## config.mk

```make
export PLATFORM = sky130hd
export DESIGN_NAME = i2c_multicore_slave
export DESIGN_NICKNAME = d
export VERILOG_FILES = /design/src/rtl/i2c_mc_pkg.sv /design/src/rtl/i2c_mc_sync.sv /design/src/rtl/i2c_mc_route.sv /design/src/rtl/i2c_multicore_slave.sv
export SDC_FILE = /design/constraint.sdc
export NUM_CORES = 1
export LEC_CHECK = 0
export CORE_MARGIN = 2
export CORE_UTILIZATION = 39
export CTS_CLUSTER_SIZE = 16
export DETAILED_ROUTE_END_ITERATION = 6
export GPL_TIMING_DRIVEN = 0
export PLACE_DENSITY_LB_ADDON = 0.25
export SETUP_SLACK_MARGIN = 0.4
export SYNTH_ARGS = -nofsm -noshare
export SYNTH_HDL_FRONTEND = slang
export SYNTH_SLANG_ARGS = --single-unit
```

## constraint.sdc

```tcl
create_clock -name clk_i -period 1.94 [get_ports clk_i]
set_clock_uncertainty 0.1 [all_clocks]
set_input_delay 0.485 -clock clk_i [delete_from_list [all_inputs] [get_ports clk_i]]
set_output_delay 0.485 -clock clk_i [all_outputs]
set_load 0.01 [all_outputs]
```

## src/rtl/i2c_mc_pkg.sv

```systemverilog
package i2c_mc_pkg;
  typedef enum logic [2:0] {ST_IDLE, ST_RX, ST_ACK, ST_TX, ST_MACK} bus_st_e;
  typedef enum logic [1:0] {PH_ADDR, PH_SUB, PH_DATA, PH_READ} phase_e;
  localparam int unsigned BYTE_W = 8;
endpackage

```

## src/rtl/i2c_mc_sync.sv

```systemverilog
module i2c_mc_sync #(
  parameter int unsigned STAGES = 2
) (
  input  logic clk_i,
  input  logic rst_ni,
  input  logic scl_i,
  input  logic sda_i,
  output logic scl_o,
  output logic sda_o,
  output logic scl_rise_o,
  output logic scl_fall_o,
  output logic start_o,
  output logic stop_o
);
  logic [STAGES-1:0] scl_ff, sda_ff;
  logic scl_d, sda_d;

  always_ff @(posedge clk_i or negedge rst_ni) begin
    if (!rst_ni) begin
      scl_ff <= '1;
      sda_ff <= '1;
      scl_d  <= 1'b1;
      sda_d  <= 1'b1;
    end else begin
      scl_ff <= {scl_ff[STAGES-2:0], scl_i};
      sda_ff <= {sda_ff[STAGES-2:0], sda_i};
      scl_d  <= scl_ff[STAGES-1];
      sda_d  <= sda_ff[STAGES-1];
    end
  end

  assign scl_o      = scl_ff[STAGES-1];
  assign sda_o      = sda_ff[STAGES-1];
  assign scl_rise_o = scl_o & ~scl_d;
  assign scl_fall_o = ~scl_o & scl_d;
  assign start_o    = scl_o & scl_d & sda_d & ~sda_o;
  assign stop_o     = scl_o & scl_d & ~sda_d & sda_o;
endmodule

```

## src/rtl/i2c_mc_route.sv

```systemverilog
module i2c_mc_route #(
  parameter int unsigned NCORE    = 4,
  parameter logic [7:0]  MASK_SUB = 8'hFE,
  parameter logic [7:0]  SEL_SUB  = 8'hFF
) (
  input  logic                 clk_i,
  input  logic                 rst_ni,
  input  logic                 wr_valid_i,
  input  logic [7:0]           wr_sub_i,
  input  logic [7:0]           wr_byte_i,
  input  logic [NCORE-1:0]     core_busy_i,
  input  logic [7:0]           rd_sub_i,
  input  logic [NCORE*8-1:0]   rd_data_i,
  output logic [7:0]           rd_byte_o,
  output logic                 pending_o,
  output logic [NCORE-1:0]     strobe_o,
  output logic [7:0]           addr_o,
  output logic [7:0]           data_o
);
  localparam int unsigned PAD = 8 - NCORE;

  logic [NCORE-1:0] mask_q, sel_q;
  logic [7:0]       core_rd [NCORE];
  logic [7:0]       sel_byte;
  logic             sel_found;
  logic             blocked;

  for (genvar k = 0; k < NCORE; k++) begin : g_rd
    assign core_rd[k] = rd_data_i[k*8 +: 8];
  end

  // lowest set selector bit wins
  always_comb begin
    sel_byte  = 8'hFF;
    sel_found = 1'b0;
    for (int k = 0; k < NCORE; k++) begin
      if (sel_q[k] && !sel_found) begin
        sel_byte  = core_rd[k];
        sel_found = 1'b1;
      end
    end
  end

  always_comb begin
    if (rd_sub_i == MASK_SUB)     rd_byte_o = {{PAD{1'b0}}, mask_q};
    else if (rd_sub_i == SEL_SUB) rd_byte_o = {{PAD{1'b0}}, sel_q};
    else                          rd_byte_o = sel_byte;
  end

  assign blocked = |(core_busy_i & mask_q);

  always_ff @(posedge clk_i or negedge rst_ni) begin
    if (!rst_ni) begin
      mask_q    <= '1;
      sel_q     <= '0;
      pending_o <= 1'b0;
      strobe_o  <= '0;
      addr_o    <= '0;
      data_o    <= '0;
    end else begin
      strobe_o <= '0;
      if (pending_o && !blocked) begin
        strobe_o  <= mask_q;
        pending_o <= 1'b0;
      end
      if (wr_valid_i) begin
        if (wr_sub_i == MASK_SUB) begin
          mask_q <= wr_byte_i[NCORE-1:0];
          sel_q  <= '0;
        end else if (wr_sub_i == SEL_SUB) begin
          sel_q  <= wr_byte_i[NCORE-1:0];
          mask_q <= '0;
        end else if (|mask_q) begin
          pending_o <= 1'b1;
          addr_o    <= wr_sub_i;
          data_o    <= wr_byte_i;
        end
      end
    end
  end
endmodule

```

## src/rtl/i2c_multicore_slave.sv

```systemverilog
module i2c_multicore_slave
  import i2c_mc_pkg::*;
#(
  parameter int unsigned NCORE       = 4,
  parameter logic [6:0]  ADDR_BASE   = 7'h5C,
  parameter int unsigned SYNC_STAGES = 2,
  parameter logic [7:0]  MASK_SUB    = 8'hFE,
  parameter logic [7:0]  SEL_SUB     = 8'hFF
) (
  input  logic                 clk_i,
  input  logic                 rst_ni,
  input  logic                 scl_i,
  input  logic                 sda_i,
  output logic                 scl_oe_o,
  output logic                 sda_oe_o,
  input  logic [1:0]           strap_i,
  input  logic [NCORE-1:0]     core_busy_i,
  output logic [NCORE-1:0]     wr_strobe_o,
  output logic [BYTE_W-1:0]    wr_addr_o,
  output logic [BYTE_W-1:0]    wr_data_o,
  output logic [BYTE_W-1:0]    rd_addr_o,
  input  logic [NCORE*8-1:0]   rd_data_i
);
  logic scl_s, sda_s, scl_rise, scl_fall, bus_start, bus_stop;

  i2c_mc_sync #(.STAGES(SYNC_STAGES)) u_sync (
    .clk_i, .rst_ni, .scl_i, .sda_i,
    .scl_o(scl_s), .sda_o(sda_s), .scl_rise_o(scl_rise), .scl_fall_o(scl_fall),
    .start_o(bus_start), .stop_o(bus_stop)
  );

  bus_st_e     state_q;
  phase_e      phase_q;
  logic [7:0]  shreg_q, tx_q, sub_q, wr_sub_q, wr_byte_q;
  logic [3:0]  bitcnt_q;
  logic        ack_q, mack_q, wr_valid_q;
  logic [1:0]  strap_q;
  logic        strap_done_q;
  logic [7:0]  rx_byte, rd_byte;
  logic [6:0]  dev_addr;
  logic        pending;

  assign rx_byte  = {shreg_q[6:0], sda_s};
  assign dev_addr = {ADDR_BASE[6:2], strap_q};

  i2c_mc_route #(.NCORE(NCORE), .MASK_SUB(MASK_SUB), .SEL_SUB(SEL_SUB)) u_route (
    .clk_i, .rst_ni,
    .wr_valid_i(wr_valid_q), .wr_sub_i(wr_sub_q), .wr_byte_i(wr_byte_q),
    .core_busy_i, .rd_sub_i(sub_q), .rd_data_i, .rd_byte_o(rd_byte),
    .pending_o(pending), .strobe_o(wr_strobe_o), .addr_o(wr_addr_o), .data_o(wr_data_o)
  );

  always_ff @(posedge clk_i or negedge rst_ni) begin
    if (!rst_ni) begin
      state_q      <= ST_IDLE;
      phase_q      <= PH_ADDR;
      shreg_q      <= '0;
      tx_q         <= '0;
      sub_q        <= '0;
      wr_sub_q     <= '0;
      wr_byte_q    <= '0;
      bitcnt_q     <= '0;
      ack_q        <= 1'b0;
      mack_q       <= 1'b0;
      wr_valid_q   <= 1'b0;
      strap_q      <= '0;
      strap_done_q <= 1'b0;
    end else begin
      wr_valid_q <= 1'b0;
      if (!strap_done_q) begin
        strap_q      <= strap_i;
        strap_done_q <= 1'b1;
      end
      if (bus_start) begin
        state_q  <= ST_RX;
        phase_q  <= PH_ADDR;
        bitcnt_q <= '0;
      end else if (bus_stop) begin
        state_q <= ST_IDLE;
      end else begin
        unique case (state_q)
          ST_RX: begin
            if (scl_rise) begin
              shreg_q  <= rx_byte;
              bitcnt_q <= bitcnt_q + 4'd1;
              if (bitcnt_q == 4'd7) begin
                ack_q <= 1'b1;
                unique case (phase_q)
                  PH_ADDR: begin
                    if (rx_byte[7:1] == dev_addr) phase_q <= rx_byte[0] ? PH_READ : PH_SUB;
                    else                          ack_q   <= 1'b0;
                  end
                  PH_SUB: begin
                    sub_q   <= rx_byte;
                    phase_q <= PH_DATA;
                  end
                  PH_DATA: begin
                    wr_valid_q <= 1'b1;
                    wr_sub_q   <= sub_q;
                    wr_byte_q  <= rx_byte;
                    sub_q      <= sub_q + 8'd1;
                  end
                  default: ack_q <= 1'b0;
                endcase
              end
            end else if (scl_fall && bitcnt_q == 4'd8) begin
              state_q  <= ST_ACK;
              bitcnt_q <= '0;
            end
          end
          ST_ACK: begin
            if (scl_fall) begin
              if (!ack_q) begin
                state_q <= ST_IDLE;
              end else if (phase_q == PH_READ) begin
                tx_q    <= rd_byte;
                sub_q   <= sub_q + 8'd1;
                state_q <= ST_TX;
              end else begin
                state_q <= ST_RX;
              end
            end
          end
          ST_TX: begin
            if (scl_fall) begin
              tx_q     <= {tx_q[6:0], 1'b0};
              bitcnt_q <= bitcnt_q + 4'd1;
              if (bitcnt_q == 4'd7) begin
                state_q  <= ST_MACK;
                bitcnt_q <= '0;
              end
            end
          end
          ST_MACK: begin
            if (scl_rise) mack_q <= ~sda_s;
            if (scl_fall) begin
              if (mack_q) begin
                tx_q    <= rd_byte;
                sub_q   <= sub_q + 8'd1;
                state_q <= ST_TX;
              end else begin
                state_q <= ST_IDLE;
              end
            end
          end
          default: ;
        endcase
      end
    end
  end

  assign rd_addr_o = sub_q;
  assign sda_oe_o  = (state_q == ST_ACK && ack_q) || (state_q == ST_TX && !tx_q[7]);
  // stretch only inside the acknowledge slot, SCL already low
  assign scl_oe_o  = (state_q == ST_ACK) && pending;
endmodule

```

==> impl_metrics.env <==
export IMPL_outcome="finished with violations"
export IMPL_violations="setup timing"
export IMPL_r2r_setup_slack_ps=-80
export IMPL_core_mm2=0.01142
export IMPL_ioPinCount=72
export IMPL_reg2regPathDepth=8
export IMPL_preCtsSetupSlack_ps=-207.7
export IMPL_viasPerCell=5.440
export IMPL_criticalPathCategory="reg -> reg"
export IMPL_seqPwrFrac=0.467
export IMPL_fmax_mhz=494.7
export IMPL_first_global_vias=3992
export IMPL_fin_tns_setup_ps=-349.0
export IMPL_timing_rr_start="u_sync.scl_ff[1]"
export IMPL_grt_pass1_wl_um=20240
export IMPL_worstReg2RegEnd="rd_addr_o[5]"
export IMPL_stdcell_area_mm2=0.007268
export IMPL_portBuffers=71
export IMPL_ys_seq_elements=89
export IMPL_netSwitchingFraction=0.2671
export IMPL_dpl_hpwl_um=7731
export IMPL_wl_per_cell_um=18.06
export IMPL_ys_seq_area_frac=0.4924
export IMPL_final_max_slew_viol_count=0
export IMPL_fin_crit_ps=2021
export IMPL_hold_ws_ps=252.0
export IMPL_fin_crit_sh=1.042
export IMPL_synthTopCellsByArea="dfrtp_1, mux2_2, dfstp_2, o21ai_0, nand2_1"
export IMPL_synthFlopType="dfrtp_1"
export IMPL_grt_overflow=0
export IMPL_dp_cells=644
export IMPL_synth_top_area_frac=0.4347
export IMPL_cts_made_buffers=9
export IMPL_cts_tree="done"
export IMPL_synth_nets=479
export IMPL_syn2layout_area_growth_pct=59.81
export IMPL_synth_top_cell_by_area="dfrtp_1"
export IMPL_rsz0062_at_grt="true"
export IMPL_async_flop_share=1.000
export IMPL_syn_area_mm2=0.004548
export IMPL_clock_power_share=0.373
export IMPL_p_leak_nw=3.289
export IMPL_syn_area_per_cell_um2=10.60
export IMPL_clk_root_buffer_cell="clkbuf_16"
export IMPL_num_vias=4118
export IMPL_finalSetupViolCount=9
export IMPL_clock_sinks=89
export IMPL_drt_first_pass_iters=4
export IMPL_cp_endpoint="rd_addr_o[5]"
export IMPL_dpl_cell_area_mm2=0.005625
export IMPL_clkTransAtPathRegs_ps=70
export IMPL_insertedDiodeCount=0
export IMPL_finish_utilization=0.6365
export IMPL_crit_path_start_kind="register"
export IMPL_ir_drop_mv=0.5115
export IMPL_clockBufferDepth=2
export IMPL_grt_max_degree=62
export IMPL_h_tree_depth=3
export IMPL_path_max_fanout=5
export IMPL_gp_congestion=0.8707
export IMPL_track_usage=0.1987
export IMPL_power_density_mw_per_mm2=605.4
export IMPL_ys_warn_count=0
export IMPL_stdcell_count=757
export IMPL_final_nets=659
export IMPL_synth_edf_count=0
export IMPL_p_comb_frac=0.160
export IMPL_synthCells=429
export IMPL_cp_startpoint="u_sync.scl_ff[1]"
export IMPL_dieArea_mm2=0.01254
export IMPL_fp_dieH_um=112.0
export IMPL_end_kind="register"
export IMPL_power_switching_mw=1.175
export IMPL_min_path_type="reg -> reg"
export IMPL_relSlewSlack=0.6671
export IMPL_power_mw=4.400
export IMPL_worst_ep_arrival_time_ps=2150
export IMPL_fin_ws_ps=-81.27
export IMPL_p_int_mw=3.225
export IMPL_hold_viol=0
export IMPL_drt_total_wl_um=13670
export IMPL_die_w_um=112.0
export IMPL_max_cap_violations=0
export IMPL_required_ps=2070
export IMPL_ant_nets=0
export IMPL_worstMarginPinSlew_ps=497.2
export IMPL_ys_types=64
export IMPL_initial_utilization=0.3983
export IMPL_drc=0
export IMPL_drive_gt1_frac=0.4886
export IMPL_rows=39
export IMPL_drt_first_iter_violations=286
export IMPL_clk_latency_ps=350
export IMPL_antenna_found_initial=0
-- power by group through the flow --
stage	logic, mW	registers, mW	clock network, mW
after floorplan	0.218	2.05	0
after global placement	0.364	2.10	0
after detailed placement	0.383	2.10	0
after CTS	0.523	2.06	1.66
after global routing	0.748	2.07	1.77
final	0.703	2.06	1.64
-- final cells by class --
class / instances / area [um2]
plain buffers: 17 / 157.7
clock buffers: 11 / 232.7
clock inverters: 5 / 41.29
fillers: 837 / 4150
inverters: 13 / 51.30
multi-input cells: 310 / 2820
flip-flops and latches: 89 / 2252
well taps: 143 / 178.9
repair buffers: 169 / 1534
-- kinds of logic after synthesis --
| kind of cell | count (synthesis) | share of synthesized area |
|---|---|---|
| AO/OA/AOI/OAI | 115 | 0.1623 |
| flip-flops | 89 | 0.4924 |
| adder cells (fa/ha/maj) | 8 | 0.02201 |
| XOR/XNOR | 4 | 0.007702 |
| buffers and inverters | 30 | 0.03136 |
| multiplexers | 43 | 0.1062 |
| other | 1 | 0.0008245 |
| AND/OR/NAND/NOR | 139 | 0.1772 |
-- worst min path at each step --
stage / from / to / slack [ps] / depth (start not counted)
6_report: u_sync.scl_ff[0] / u_sync.scl_ff[1] / 250 / 0
3_5_place_dp: u_sync.sda_ff[0] / u_sync.sda_ff[1] / 250 / 0
3_3_place_gp: u_sync.sda_ff[0] / u_sync.sda_ff[1] / 250 / 0
2_1_floorplan: rst_ni / ack_q / 90 / 0
5_1_grt: u_sync.scl_ff[0] / u_sync.scl_ff[1] / 260 / 0
4_1_cts: u_sync.sda_ff[0] / u_sync.sda_ff[1] / 260 / 0
-- cells in the mapped netlist (all sizes together) (2+ instances only) --
cell type  number
a211oi          4
a21o            6
a21oi          21
a22oi           5
a2bb2oi         7
a31oi           7
a32oi           4
and2b           2
and3            5
and3b           4
and4            3
and4bb          2
buf            11
clkbuf          6
dfrtp          79
dfstp          10
ha              8
inv            13
mux2           42
nand2          43
nand2b         15
nand3          10
nand3b          2
nand4           3
nor2           23
nor2b           6
nor3            2
nor3b           3
nor4            9
o21ai          39
o22ai           9
o31ai           4
o41ai           3
or2             2
xor2            4
-- sequential cells by signal (all words and copies together) (netlist names), 3 cells and up --
name	cells
bitcnt_q	4
u_route.mask_q	4
rd_addr_o	8
u_route.addr_o	8
wr_sub_q	8
u_route.sel_q	4
tx_q	8
wr_byte_q	8
u_route.strobe_o	4
u_route.data_o	8
state_q	3
shreg_q	7
-- cell usage in the layout, fill, tap and decap left out, types with 4 or more instances in the layout --
| master | count |
|---|---|
| nor4_4 | 7 |
| a21o_1 | 6 |
| nor2_1 | 16 |
| a2bb2oi_2 | 4 |
| mux2_2 | 6 |
| nor2_4 | 5 |
| mux2_4 | 36 |
| a31oi_1 | 7 |
| buf_4 | 70 |
| nor2b_1 | 5 |
| buf_2 | 19 |
| dfrtp_1 | 69 |
| clkbuf_16 | 10 |
| buf_6 | 34 |
| nand2b_1 | 13 |
| nand3_1 | 8 |
| dfrtp_2 | 10 |
| clkdlybuf4s50_1 | 40 |
| dfstp_2 | 10 |
| o21ai_0 | 29 |
| nand2_1 | 31 |
| and3b_1 | 4 |
| buf_8 | 4 |
| o21ai_2 | 5 |
| and3_1 | 4 |
| nand2_2 | 8 |
| a21oi_1 | 16 |
| a211oi_2 | 4 |
| a32oi_1 | 4 |
| inv_1 | 9 |
| ha_4 | 4 |
| o22ai_1 | 9 |
| clkbuf_1 | 5 |
-- what timing repair did --
item                                    CTS  global route
buffers inserted                         57            36
endpoints found under the setup margin  103            88
hold buffers                              1             0
pin swaps                                28            31
cloned                                    2             1
hold endpoints to repair                 22             0
gates resized for setup                 194            93
-- metal layers --
layer	track usage	vias to the layer above	share of wire
li1	-	1929	-
met1	0.2678	2041	0.44
met2	0.3265	124	0.48
met3	0.05008	24	0.053
met4	0.04472	0	0.021
met5	0	-	0
-- worst max-delay path, stage by stage (launching register included) --
cell and delay, ps:
dfstp_2 590, nand4bb_4 150, nor4_4 170, buf_4 180, a22oi_4 80, nor3_4 290
buf_4 190, buf_6 100, a2bb2oi_2 50
Power figures use the tool's default switching activity.
